===== src/rtl/ufix_recip_pkg.sv =====
`timescale 1ns/1ps
package ufix_recip_pkg;
    // Output slot of the registered stage
    typedef enum logic [0:0] {
        OUT_IDLE = 1'b0,
        OUT_LIVE = 1'b1
    } out_state_e;

    // Operand classification
    typedef enum logic [0:0] {
        KIND_SAT = 1'b0,
        KIND_EST = 1'b1
    } op_kind_e;
endpackage


===== src/rtl/recip_index_split.sv =====
`timescale 1ns/1ps
module recip_index_split
    import ufix_recip_pkg::*;
#(
    parameter int unsigned IDX_W = 8
) (
    input  logic [IDX_W:0] lead_bits,   // operand msb followed by IDX_W index bits
    output op_kind_e       kind,
    output logic [IDX_W:0] q_index
);
    always_comb begin
        kind    = lead_bits[IDX_W] ? KIND_EST : KIND_SAT;
        // q = 2^IDX_W + index field
        q_index = {1'b1, lead_bits[IDX_W-1:0]};
    end
endmodule


===== src/rtl/recip_round_div.sv =====
`timescale 1ns/1ps
module recip_round_div #(
    parameter int unsigned IDX_W = 8
) (
    input  logic [IDX_W:0] q_index,
    output logic [IDX_W:0] est
);
    // round(2^(2*IDX_W+2) / (2q+1)) == (2^(2*IDX_W+3) + (2q+1)) / (2*(2q+1))
    localparam int unsigned ODD_W = IDX_W + 2;
    localparam int unsigned NUM_W = 2 * IDX_W + 4;
    localparam int unsigned DEN_W = IDX_W + 3;
    localparam int unsigned QUO_W = IDX_W + 1;
    localparam int unsigned GAP_W = NUM_W - 1 - ODD_W;

    logic [ODD_W-1:0] odd;
    logic [NUM_W-1:0] num;
    logic [DEN_W-1:0] den;

    assign odd = {q_index, 1'b1};
    assign num = {1'b1, {GAP_W{1'b0}}, odd};
    assign den = {odd, 1'b0};

    // Partial remainders; the initial one is below den for every legal q,
    // so the quotient fits in QUO_W bits.
    logic [DEN_W-1:0] part [QUO_W:1];
    assign part[QUO_W] = num[NUM_W-1:QUO_W];

    for (genvar i = QUO_W - 1; i >= 0; i--) begin : g_step
        logic [DEN_W:0] trial;
        logic [DEN_W:0] diff;
        logic           ge;
        assign trial  = {part[i+1], num[i]};
        assign diff   = trial - {1'b0, den};
        assign ge     = (trial >= {1'b0, den});
        assign est[i] = ge;
        if (i > 0) begin : g_rem
            assign part[i] = ge ? diff[DEN_W-1:0] : trial[DEN_W-1:0];
        end
    end
endmodule


===== src/rtl/recip_out_stage.sv =====
`timescale 1ns/1ps
module recip_out_stage
    import ufix_recip_pkg::*;
#(
    parameter int unsigned DATA_W = 32,
    parameter int unsigned IDX_W  = 8
) (
    input  logic              clk,
    input  logic              rst_n,
    input  logic              in_valid,
    input  op_kind_e          kind,
    input  logic [IDX_W:0]    est,
    output logic              out_valid,
    output logic [DATA_W-1:0] out_data
);
    localparam int unsigned PAD_W = DATA_W - IDX_W - 1;

    out_state_e state, state_nxt;

    // State register
    always_ff @(posedge clk or negedge rst_n) begin
        if (!rst_n) state <= OUT_IDLE;
        else        state <= state_nxt;
    end

    always_comb begin
        state_nxt = state;
        unique case (state)
            OUT_IDLE: state_nxt = in_valid ? OUT_LIVE : OUT_IDLE;
            OUT_LIVE: state_nxt = in_valid ? OUT_LIVE : OUT_IDLE;
            default:  state_nxt = OUT_IDLE;
        endcase
    end

    assign out_valid = (state == OUT_LIVE);

    // Output data register: loads only on acceptance.
    // est[IDX_W] is always 1 for a legal index and lands in the msb.
    always_ff @(posedge clk or negedge rst_n) begin
        if (!rst_n) begin
            out_data <= '0;
        end else if (in_valid) begin
            unique case (kind)
                KIND_SAT: out_data <= '1;
                KIND_EST: out_data <= {est, {PAD_W{1'b0}}};
                default:  out_data <= '1;
            endcase
        end
    end
endmodule


===== src/rtl/ufix_recip_est.sv =====
`timescale 1ns/1ps
module ufix_recip_est
    import ufix_recip_pkg::*;
#(
    parameter int unsigned DATA_W = 32,
    parameter int unsigned IDX_W  = 8
) (
    input  logic              clk,
    input  logic              rst_n,
    input  logic              in_valid,
    input  logic [DATA_W-1:0] in_data,
    output logic              out_valid,
    output logic [DATA_W-1:0] out_data
);
    localparam int unsigned LEAD_W = IDX_W + 1;
    localparam int unsigned PAD_W  = DATA_W - LEAD_W;

    op_kind_e          kind;
    logic [IDX_W:0]    q_index;
    logic [IDX_W:0]    est;
    logic              low_bits_unused;

    // Bits below the index never reach the estimate
    assign low_bits_unused = ^in_data[PAD_W-1:0];

    recip_index_split #(.IDX_W(IDX_W)) u_split (
        .lead_bits (in_data[DATA_W-1 -: LEAD_W]),
        .kind      (kind),
        .q_index   (q_index)
    );

    recip_round_div #(.IDX_W(IDX_W)) u_div (
        .q_index (q_index),
        .est     (est)
    );

    recip_out_stage #(.DATA_W(DATA_W), .IDX_W(IDX_W)) u_out (
        .clk       (clk),
        .rst_n     (rst_n),
        .in_valid  (in_valid),
        .kind      (kind),
        .est       (est),
        .out_valid (out_valid),
        .out_data  (out_data)
    );
endmodule


===== config.mk =====
export PLATFORM = sky130hd
export DESIGN_NAME = ufix_recip_est
export DESIGN_NICKNAME = d
export VERILOG_FILES = /design/src/rtl/ufix_recip_pkg.sv /design/src/rtl/recip_index_split.sv /design/src/rtl/recip_round_div.sv /design/src/rtl/recip_out_stage.sv /design/src/rtl/ufix_recip_est.sv
export SDC_FILE = /design/constraint.sdc
export NUM_CORES = 1
export LEC_CHECK = 0
export ABC_AREA = 1
export BUFFER_PORTS_ARGS = -buffer_cell sky130_fd_sc_hd__buf_4
export CAP_MARGIN = 20
export CORE_MARGIN = 5
export CORE_UTILIZATION = 40
export DETAILED_ROUTE_END_ITERATION = 7
export SLEW_MARGIN = 20
export SYNTH_ARGS = -nofsm -noshare
export SYNTH_HDL_FRONTEND = slang
export SYNTH_HIERARCHICAL = 1
export SYNTH_SLANG_ARGS = --single-unit

===== constraint.sdc =====
create_clock -name clk -period 2.1 [get_ports clk]
set_input_delay 0.21 -clock clk [delete_from_list [all_inputs] [get_ports clk]]
set_output_delay 0.21 -clock clk [all_outputs]
set_load 0.05 [all_outputs]

==> results of run 1 <==
==> metrics by stage <==
step / TNS (ps) / instances / hold WS (ps)
floorplan: -44220 / 768 / -85.6
global placement: -46720 / 1142 / 45.3
detailed placement: -48090 / 1142 / 47.8
CTS: -41910 / 1255 / 175
global route: -47590 / 1261 / 190
finish: -44400 / 1261 / 183
==> synth_stat cells (all sizes together) (3+ instances only) <==
cell	n	share of area [%]
nor2	41	3.8
nand4	5	0.65
buf	51	8.4
nand2	241	20
dfrtp	11	5.7
nor3	4	0.41
o21bai	10	1.6
xor2	31	5.6
nand3	46	6.3
o21ai	52	6.0
a21oi	51	5.4
xnor2	21	3.8
ha	72	19
inv	102	7.9
fa	7	2.9
a21o	5	0.78
or2	3	0.39
and2	3	0.39
==> cell usage in the layout, fill, tap and decap left out, types with 3 or more instances in the layout <==
cell type and instances:
sky130_fd_sc_hd__nor3_1 4, sky130_fd_sc_hd__ha_1 41, sky130_fd_sc_hd__o21ai_2 24, sky130_fd_sc_hd__nor2_2 6
sky130_fd_sc_hd__dfrtp_1 11, sky130_fd_sc_hd__nand2_2 54, sky130_fd_sc_hd__a21oi_1 31, sky130_fd_sc_hd__clkbuf_16 3
sky130_fd_sc_hd__inv_1 69, sky130_fd_sc_hd__a21oi_4 3, sky130_fd_sc_hd__a21o_1 5, sky130_fd_sc_hd__nand3_1 29
sky130_fd_sc_hd__and2_4 3, sky130_fd_sc_hd__nand3_4 5, sky130_fd_sc_hd__nand4_1 5, sky130_fd_sc_hd__nand3_2 12
sky130_fd_sc_hd__nand2_1 173, sky130_fd_sc_hd__ha_4 30, sky130_fd_sc_hd__o21ai_4 4, sky130_fd_sc_hd__o21bai_1 8
sky130_fd_sc_hd__inv_4 9, sky130_fd_sc_hd__xnor2_1 20, sky130_fd_sc_hd__inv_2 20, sky130_fd_sc_hd__xor2_1 28
sky130_fd_sc_hd__buf_4 368, sky130_fd_sc_hd__or2_2 3, sky130_fd_sc_hd__nor2_1 22, sky130_fd_sc_hd__a21oi_2 17
sky130_fd_sc_hd__nor2_4 13, sky130_fd_sc_hd__o21ai_0 6, sky130_fd_sc_hd__o21ai_1 18, sky130_fd_sc_hd__fa_1 6
sky130_fd_sc_hd__buf_6 20, sky130_fd_sc_hd__nand2_4 14
==> worst paths after layout <==
| path | startpoint | end |
|---|---|---|
| setup reg to reg | u_out/out_data[22]$_DFFE_PN0P_ | u_out/out_data[22]$_DFFE_PN0P_ |
| max in group asynchronous | rst_n | u_out/out_data[28]$_DFFE_PN0P_ |
| min in group asynchronous | rst_n | u_out/out_valid$_DFF_PN0_ |
| hold reg to reg | u_out/out_data[25]$_DFFE_PN0P_ | u_out/out_data[25]$_DFFE_PN0P_ |
| setup / recovery | in_data[23] | u_out/out_data[23]$_DFFE_PN0P_ |
| hold / removal | in_valid | u_out/out_valid$_DFF_PN0_ |
==> per-layer routing <==
layer | routed length, um | GRT usage [%]
met2 | 10100 | 47.1
met5 | 0 | 0
met3 | 569 | 1.65
met4 | 559 | 7.80
met1 | 7310 | 26.9
==> cell families (layout without fill, tap and decap cells) <==
family,after synthesis,after routing,share of synthesized area (%)
buffers and inverters,153,498,16.3
and+or+nand+nor,344,345,31.7
DFF,11,11,5.71
xor gates and xnor gates,52,52,9.44
AOI/OAI and AO/OA,127,127,15.1
adders and majority gates,79,79,21.6
other,2,2,0.156
==> timing repair <==
action | in CTS | in global routing
cloned | 1 | 0
setup buffers | 108 | 19
endpoints found under the setup margin | 8 | 8
hold buffers | 1 | 0
endpoints found under the hold margin | 11 | 0
resized for setup | 123 | 106
pin swaps | 73 | 62
==> worst reg2reg max path, delay by kind of cell, from the launching register on <==
family,cells,cell delay (ps)
AO/OA/AOI/OAI,1,70
flip-flops,1,730
AND/OR/NAND/NOR,1,150
==> sequential cells by signal, indices dropped and copies added, names as in the netlist <==
| signal | count |
|---|---|
| u_out/out_valid | 1 |
| u_out/out_data | 10 |
==> layout make-up <==
class	instances	area, sq um
multi-input cells	605	4780
fillers	837	3120
repair buffers	392	3050
inverters	102	424
flip-flops and latches	11	275
well taps	147	184
clock buffers	4	78.8
==> impl_summary.md, run 1 <==
STA
The post-route worst setup slack is -11150 ps. Setup repair after global routing could not meet its margin everywhere. For this run, the top clock speed supported by timing is about 0.075 GHz.

The number of max-slew violations in the final report is 0. Between clock sinks in the finished design, the worst skew comes to 0 ps. The relative max-transition margin is approximately 60%. The final setup violation count is 8.

The worst path uses 631% of the clock period. At the pin with the least slew margin, the transition time is between 600 and 700 ps. The hold violation count in the final report is 0.

Counting I/O delays and the setup requirement, the final critical path takes ~13000 ps.

GRT
The largest net degree at the start of global routing is 25. The number of global-route vias before repair was between 6k and 7k. The number of antenna violations at the first check in global routing is 0. The first-pass GRT wire length is about 29000 um. For this run, the total global-route usage over all layers was measured as 23.9%. The overflow left after global routing is 0.

Clock network
In this run the deepest clock path goes through 2 buffers. The total CTS buffers is 3. TritonCTS built the clock tree. The buffer cell driving the clock tree root is sky130_fd_sc_hd__clkbuf_16. The count of H-tree levels built during CTS is 1. For this design, the sink count on the clock tree is 11. The clock latency on the worst-skew pair is between 200 and 250 ps. Clock-pin slew was measured on the worst setup and hold paths at roughly 40 ps.

Floorplanning
The die covers roughly 0.014 sq mm. From left edge to right edge, the die measures about 120 um. After floorplanning, the core was sized to cover roughly 0.012 sq mm. The die span in y is between 100 and 150 um. The floorplan has 40 rows. For this design the top-level I/O count stands at 68. For this configuration, the core starts out at a cell density of 40.5%.

Flow run
Max-cap violations in this run came to 0.

Placed design
Once detailed placement completed, the half-perimeter wirelength came to around 12000 um. After detailed placement, the total cell area comes to 0.00693 sq mm. The setup slack after placement is -11970 ps.

Routability-driven placement finished with a final weighted congestion of ~0.9. The quantity of I/O buffers inserted on ports is 44.

Worst setup path
The length in cells of the worst reg-to-reg path is 2. In this design, the largest share of critical-path delay is due to simple AND/OR/NAND/NOR gates. The critical path contains buffers and inverters numbering 16 combined. The sort of element at the start of the critical path is an input pin. The setup path with the least slack is of type input pin to flip-flop. The setup check on the worst reg-to-reg path leaves a slack of ~1100 ps. The delay contributed by the slowest stage of the critical path is between 300 and 400 ps. The critical path runs through a total of between 100 and 150 cells. The sort of element at the end of the critical path is a flip-flop. The maximum fanout encountered on the critical timing path is 7.

STA puts the critical path data arrival time at roughly 13000 ps. The most frequent cell on the critical path is sky130_fd_sc_hd__nand2_2. The data required time of the worst path is between 2000 and 2500 ps.

The slowest stage of the critical path belongs to the cell sky130_fd_sc_hd__xor2_1.

Layout
Compared with the post-synthesis result, the final layout area differs by 82.2%. The repair_antennas step left the layout with diodes totalling 0. The post-route netlist has a little under three fifths of its cells at a drive strength greater than 1.

For this run, the share of the core covered by cells in the final layout is between 70% and 80%. The finished cells cover just under 0.009 sq mm. The net total in the final layout is 1229.

Yosys
Synthesis produced roughly 770 cells. Sequential elements use between 5 and 6% of the synthesized area. The register bit total from synthesis is 11. The synthesized netlist contains 38 unique library cells. Counting every net in the synthesized netlist gives 882. The total of warnings raised by yosys is 6. After synthesis, the share of flip-flops with an asynchronous set or reset is between 90% and 100%.

Yosys mapped a number of flops with a built-in enable equal to 0. The post-synthesis area per instance is roughly 6.3 sq um. The commonest register cell after synthesis is sky130_fd_sc_hd__dfrtp_1. The combined area of all synthesized cells is between 0.004 and 0.005 sq mm.

Min path
The worst hold path belongs to the class input pin to flip-flop. The worst hold path cell count is 1.

Routing
The post-detailed-route wirelength per cell is about 15 um. The detail route stage leaves a number of antenna-violating nets equal to 0. The post-detailed-route via-to-cell ratio is 4.98. The violation count after the first detailed-route iteration is 269. The count of unresolved DRC violations after routing is 0. The overall routed net length is around 19000 um.

The total number of vias is between 6k and 7k. The number of detailed-route iterations in the first pass is 4.

Status
The final reports fail on setup timing. The flow ran to the end, but the final reports show violations.
Power of run 1 is left out: the tool's default activity adds up to more than one toggle a clock period on the data nets, which glitch-free logic cannot reach.
==> run 2, diff against run 1 <==
- CORE_UTILIZATION: 40 -> 54
- PLACE_DENSITY: unset -> 0.76
==> impl_summary.md, run 2 <==
Status
The flow did not finish. The last stage reached is 4_1_cts. The first error in the log reads "[ERROR DPL-0033] detailed placement checks failed during check placement".

Clock network
The number of clock buffers added by TritonCTS is 3. The tree is rooted in a sky130_fd_sc_hd__clkbuf_8. The total setup buffers inserted after CTS is around 150.

The count of H-tree levels built during CTS is 1. The buffer depth of the longest clock path is 2. CTS saw 11 sinks. The hold-fix buffer count after cts is 1.

After clock tree synthesis, the repair step resized about 160 gates.

Placed design
Detailed placement ended at an HPWL of about 13000 um. At the end of routability-driven placement, the weighted congestion stood at about 0.9. In this run the tool buffered the top-level ports with 44 buffer cells.

Yosys
Counting distinct cell types in the post-synthesis netlist gives 38. When the netlist entered floorplanning its net count stood at approximately 900. In this run the cell area of the synthesized design comes to approximately 0.0048 sq mm. Dividing the synthesized area by the synthesized cell count gives around 6.3 sq um. The synthesized netlist devotes between 15 and 20% of its cell area to compound gates. The top cell type by area accounts for 18.7% of the synthesized area. The adder and majority gate portion of the synthesized area is approximately 22%. The portion of synthesized area spent on multiplexers is 0%. Of the synthesized area, sequential elements account for under 10%. For this run, asynchronously set or reset flops after synthesis account for 100%. Yosys printed 6 warnings. The main combinational cell family by area after synthesis is simple AND/OR/NAND/NOR gates. The commonest cells after synthesis are sky130_fd_sc_hd__nand2_1 (230), sky130_fd_sc_hd__inv_1 (92), sky130_fd_sc_hd__ha_1 (72), sky130_fd_sc_hd__a21oi_1 (50), sky130_fd_sc_hd__buf_4 (42). sky130_fd_sc_hd__nand2_1 is the most common cell in the netlist. The synthesized-area fraction occupied by xor and xnor cells is 9.44%. Yosys attributes the largest share of cell area to sky130_fd_sc_hd__ha_1 (19%), sky130_fd_sc_hd__nand2_1 (18%), sky130_fd_sc_hd__inv_1 (7.2%).

The gate count of the mapped netlist is between 700 and 800. The synthesized design contains 0 enable-type register cells. The leading area contributor after synthesis is sky130_fd_sc_hd__ha_1. In this run, synthesis produced a sequential element count of 11. For this run, the leading register cell type out of synthesis is sky130_fd_sc_hd__dfrtp_1. The area share of and/or/nand/nor cells after synthesis is roughly a third.

Floorplanning
The number of top-level design ports is just under 70. The floorplan has 34 rows. The width of the die is roughly 100 um.

The starting utilization of the core area is approximately 55%. Measured along the y axis, the die boundary spans ~100 um.
run 2: metrics by stage:
step | std cells | area (sq um) | setup WS (ps) | hold WS (ps) | util, %
floorplan | 768 | 5080 | -11110 | -85.6 | -
detailed placement | 1095 | 6810 | -12050 | 47.0 | 78.0
global placement | 1095 | 6810 | -11460 | 44.6 | 78.0
run 2: cells by family after synthesis:
logic type | Yosys count
xor+xnor | 52
compound gates | 127
fa+ha+maj | 79
other cells | 2
simple gates | 344
flops | 11
buf+inv | 153
==> run 3, diff against run 2 <==
- CORE_UTILIZATION: 54 -> 39
- PLACE_DENSITY: 0.76 -> unset
- PLACE_DENSITY_LB_ADDON: unset -> 0.15
==> impl_summary.md, run 3 (synthesis gave the netlist of run 1 again) <==
Status
The run finished, with violations left. The final reports fail on setup timing.

Layout
The antenna cell count is 0. The net total in the final layout is 1205. The register with the most flip-flops in the layout has 10 of them. The register containing the most flip-flops in the final layout is u_out/out_data. The library cells used most frequently in the layout, excluding fill and tap cells, are sky130_fd_sc_hd__buf_4 (338), sky130_fd_sc_hd__nand2_1 (195), sky130_fd_sc_hd__inv_1 (70). The leading cell type in the layout, fill and taps excluded is sky130_fd_sc_hd__buf_4. The area growth from synthesis to layout is 75.7%. The share of cells above drive strength 1 is roughly half.

Worst setup path
Among the stages of the critical path, the cell type that occurs most often is sky130_fd_sc_hd__buf_4. Counting both buffers and inverters, the worst setup path holds a total of 37. The worst path arrival time is about 13000 ps.

The worst setup path category is input pin to flip-flop. STA classifies the critical path endpoint as a flip-flop. The worst setup path is launched from an input pin. Of all nets on the critical path, the largest fanout is 8. The cell family contributing the most delay on the critical path is simple AND/OR/NAND/NOR gates. The delay contributed by the slowest stage of the critical path is approximately 340 ps. The data required time of the worst path is approximately 2200 ps.

For flop-to-flop paths, the worst setup slack is between 1000 and 1500 ps. The largest individual stage delay along the critical path comes from the cell sky130_fd_sc_hd__ha_1.

Floorplanning
The placeable core region is between 0.01 and 0.015 sq mm. The row count is 40. The die covers 0.0147 sq mm. From left edge to right edge, the die measures 121 um. The initial utilization of the core area, before any placement, comes to between 30% and 40%.

The die span in y is 121 um. During I/O placement, the number of pins put on the boundary was approximately 70.

GRT
The aggregate global-route resource usage is between 20% and 30%. The first-pass GRT wire length is 27700 um. Entering global routing, the biggest net connects 25 pins.

The number of antenna violations at the first check in global routing came to 0. Summed over all layers, the global routing overflow is 0. The number of global-route vias before repair is 6068.

Min path
The tightest min-delay check is of the input pin to flip-flop type.

Clock network
The CTS tree is built. The number of clock sinks is 11. The total CTS buffers is 3. The clock latency on the worst-skew pair is 240 ps. The buffer depth of the longest clock path is 2. After clock tree synthesis, the clock-pin slew on the worst setup and hold paths is 40 ps. The buffer cell driving the clock tree root is sky130_fd_sc_hd__clkbuf_16.

CTS built an H-tree with a depth of 1.

Placed design
Detailed placement ended at an HPWL of 12700 um. The quantity of I/O buffers inserted on ports is 44. Timing analysis after detailed placement gives a worst setup slack of -11460 ps. The routability congestion estimate from global placement is 0.909.

Routing
For this run, design rule violations remaining after detail routing come to 0. The count of nets left with antenna violations once routing finished came out at 0. The overall routed net length is 18200 um. The post-detailed-route via-to-cell ratio is ~4.9. The number of detailed-route iterations in the first pass is 5. Dividing the detail-routed wire length by the instance count gives 14.5 um. After the first detailed-routing iteration, the DRC count stood at 270.

The detailed router placed roughly 6.1k vias in this run.

STA
Setup repair after global routing could not meet its margin everywhere. The final setup violation count is 8. The hold violation count in the final report is 0.

The post-route worst setup slack is -10540 ps. The ratio of final minimum period to clock period is 602%. The clock arrives with 0 ps of skew. For the pin with the worst max-slew slack, the measured transition is roughly 650 ps. The number of max-slew violations in the final report is 0. The minimum clock period is ~13000 ps. Derived from the worst setup path, the maximum achievable clock frequency is 0.0791 GHz. The worst pin sits at a relative slew slack of between 50% and 60%. The tightest hold path in the finished design has a slack of roughly 180 ps.

Flow run
The number of maximum-capacitance constraint violations is 0.
run 3: path summary, 6_finish.rpt:
path | from | cells past startpoint | to
max | in_data[23] | 115 | u_out/out_data[23]$_DFFE_PN0P_
min | in_valid | 1 | u_out/out_valid$_DFF_PN0_
max reg2reg | u_out/out_data[22]$_DFFE_PN0P_ | 2 | u_out/out_data[22]$_DFFE_PN0P_
min reg2reg | u_out/out_data[26]$_DFFE_PN0P_ | 2 | u_out/out_data[26]$_DFFE_PN0P_
max in group asynchronous | rst_n | 2 | u_out/out_data[24]$_DFFE_PN0P_
min in group asynchronous | rst_n | 2 | u_out/out_data[30]$_DFFE_PN0P_
run 3: worst register-to-register path: cells and delay by family (launching register included):
family / cells / cell delay [ps]
flops: 1 / 750
simple gates: 1 / 140
compound gates: 1 / 80
run 3: final cells by class:
class	count	area, sq um
Clock buffer	4	78.8
Inverter	102	409
Timing Repair Buffer	368	2910
Sequential cell	11	275
Multi-Input combinational cell	605	4600
Tap cell	168	210
Fill cell	947	3590
run 3: repair_timing:
action	in CTS	in global routing
setup endpoints to repair	8	8
hold buffers	1	0
gates cloned	2	0
resized for setup	94	79
setup buffers	74	18
hold endpoints to repair	11	0
pin swaps	46	29
run 3: per-layer routing:
metal,vias up,global-route usage [%],routed length [um]
li1,3089,-,-
met2,131,43.3,9680
met5,-,0,0
met1,2875,26.7,7410
met3,54,1.12,457
met4,0,7.42,642
run 3: through the flow:
step | cells | setup TNS [ps] | utilization, % | area, sq um
CTS | 1242 | -41710 | 66.4 | 8010
floorplan | 768 | -44220 | - | 5080
global route | 1258 | -48050 | 70.3 | 8480
detailed placement | 1162 | -47300 | 57.6 | 6950
global placement | 1162 | -46600 | 57.6 | 6950
finish | 1258 | -44020 | 70.3 | 8480
Power of run 3 is left out for the same reason.
==> run 4, diff against run 3 <==
- CORE_ASPECT_RATIO: unset -> 2
==> impl_summary.md, run 4 (synthesis gave the netlist of run 1 again) <==
Status
The run finished, with violations left. The checks that failed: setup timing.

Floorplanning
The die is about 90 um wide. The region available for standard cell placement spans roughly 0.012 sq mm. between 60 and 70 I/O pins were placed.

The die area is 0.0148 sq mm. Measured along the y axis, the die boundary spans roughly 170 um. For this configuration, the core starts out at a cell density of 39.8%. The row count is between 50 and 60.

Clock network
For the worst-skew pair, the clock arrives at the later sink with an insertion delay of about 240 ps. CTS placed an instance of sky130_fd_sc_hd__clkbuf_16 at the clock tree root. In this run the number of H-tree levels came out at 1. TritonCTS built the clock tree. CTS saw 11 sinks. The total CTS buffers is 3. The longest clock path from root to sink contains 2 buffers.

Clock-pin slew was measured on the worst setup and hold paths at approximately 40 ps.

Placed design
The cell area after placement is 0.00686 sq mm. The congestion estimate from routability-driven global placement came to between 0.9 and 1. During placement, the flow inserted port buffers numbering between 40 and 50.

The post-DP HPWL is approximately 13000 um.

GRT
The met2 layer usage reported by global route is approximately 48%. For this run, global-route usage on met1 was measured as 20.6%. The number of antenna violations at the first check in global routing was 0.

The most used routing layer is met2. The first-pass GRT wire length is 28200 um. The overflow left after global routing is 0.

The aggregate global-route resource usage is a little under a quarter. Entering global routing, the biggest net connects 25 pins. The number of global-route vias before repair is between 6k and 7k.

The met3 track utilization from global routing is under 10%.

Routing
The total number of vias is between 6k and 7k. The post-detailed-route via-to-cell ratio is between 5 and 6. After the first detailed-routing iteration, the DRC count stood at between 150 and 200. For this block, the routed nets add up to 18400 um of wire. For this run, design rule violations remaining after detail routing come to 0. The number of detailed-route iterations in the first pass is 4. The post-detailed-route wirelength per cell is ~15 um. The count of nets left with antenna violations once routing finished came out at 0.

Worst setup path
For the worst setup path, the data required time is 2230 ps. The critical path is of the input pin to flip-flop type. The most numerous cell type found on the critical path is sky130_fd_sc_hd__nand2_2. The worst path arrival time is between 10000 and 15000 ps. The delay contributed by the slowest stage of the critical path is approximately 340 ps.

The reg-to-reg setup timing slack is 1070 ps. The highest-delay cell along the critical path is sky130_fd_sc_hd__ha_1. The sort of element at the start of the critical path is an input pin. The maximum fanout encountered on the critical timing path is 7. The length in cells of the worst reg-to-reg path is 2. STA classifies the critical path endpoint as a flip-flop.

Layout
Counting flops per register, the top entry is u_out/out_data. Once layout is done, the placed cells without fillers occupy around 0.0086 sq mm. The net total in the final layout is approximately 1.2k. The share of cells above drive strength 1 is between 50% and 60%. The top cell types in the final layout, fill and taps aside, are sky130_fd_sc_hd__buf_4 (358), sky130_fd_sc_hd__nand2_1 (176), sky130_fd_sc_hd__inv_1 (66). The area overhead of the layout relative to synthesis is 78.7%. The register with the most flip-flops in the layout has 10 of them.

0 antenna diodes ended up in the layout. The leading cell type in the layout, fill and taps excluded is sky130_fd_sc_hd__buf_4.

STA
The number of max-slew violations in the final report is 0. Derived from the worst setup path, the maximum achievable clock frequency is between 0.07 and 0.08 GHz. Of the available clock period, the critical path in the final layout requires 623%.

Setup repair after global routing could not meet its margin everywhere. The relative max-transition margin is between 50% and 60%. The minimum clock period is 13080 ps. The final setup violation count is 8.

The setup clock skew after layout is 0 ps. The final total negative setup slack is -43920 ps. The worst hold margin is between 150 and 200 ps. At the pin with the least slew margin, the transition time is ~610 ps. Across all setup checks in the final design, the least slack found is -10980 ps. The hold violation count in the final report came to 0.

Min path
In this run the worst hold path is classified as input pin to flip-flop. The worst hold path cell count is 1.

Flow run
The number of maximum-capacitance constraint violations is 0.
[run 4: stage by stage]
stage               instances  utilization, %  setup slack (ps)
floorplan                 768               -            -11110
global placement         1134            56.5            -11510
detailed placement       1134            56.5            -11890
CTS                      1226            67.2            -10270
global route             1248            71.1            -11740
finish                   1248            71.1            -10980
[run 4: worst paths after layout]
check | endpoint | startpoint
max | u_out/out_data[23]$_DFFE_PN0P_ | in_data[23]
min | u_out/out_valid$_DFF_PN0_ | in_valid
max reg2reg | u_out/out_data[22]$_DFFE_PN0P_ | u_out/out_data[22]$_DFFE_PN0P_
min reg2reg | u_out/out_data[26]$_DFFE_PN0P_ | u_out/out_data[26]$_DFFE_PN0P_
max in group asynchronous | u_out/out_data[22]$_DFFE_PN0P_ | rst_n
min in group asynchronous | u_out/out_data[30]$_DFFE_PN0P_ | rst_n
[run 4: repair_timing]
action | in CTS | in global routing
endpoints found under the setup margin | 8 | 8
gates cloned | 1 | 0
resized for setup | 131 | 81
buffers inserted | 87 | 25
pin swaps | 51 | 84
hold buffers | 1 | 0
endpoints found under the hold margin | 11 | 0
[run 4: worst max-delay path: cells and delay by family]
family,cells,cell delay (ps)
AND/OR/NAND/NOR,45,4020
AO/OA/AOI/OAI,27,3670
buffers and inverters,26,2580
adder cells (fa/ha/maj),9,2180
XOR/XNOR,3,480
[run 4: metal layers]
metal,part of all wire [%],up-vias
met5,0,-
met4,7.2,0
met3,3.4,88
met2,57,171
met1,32,2928
li1,-,3101
[run 4: area by class of cell]
type | instances | area (sq um)
Tap cell | 147 | 184
Multi-Input combinational cell | 605 | 4750
Fill cell | 950 | 3500
Timing Repair Buffer | 379 | 2930
Inverter | 102 | 409
Clock buffer | 4 | 78.8
Sequential cell | 11 | 275
Power of run 4 is left out for the same reason.
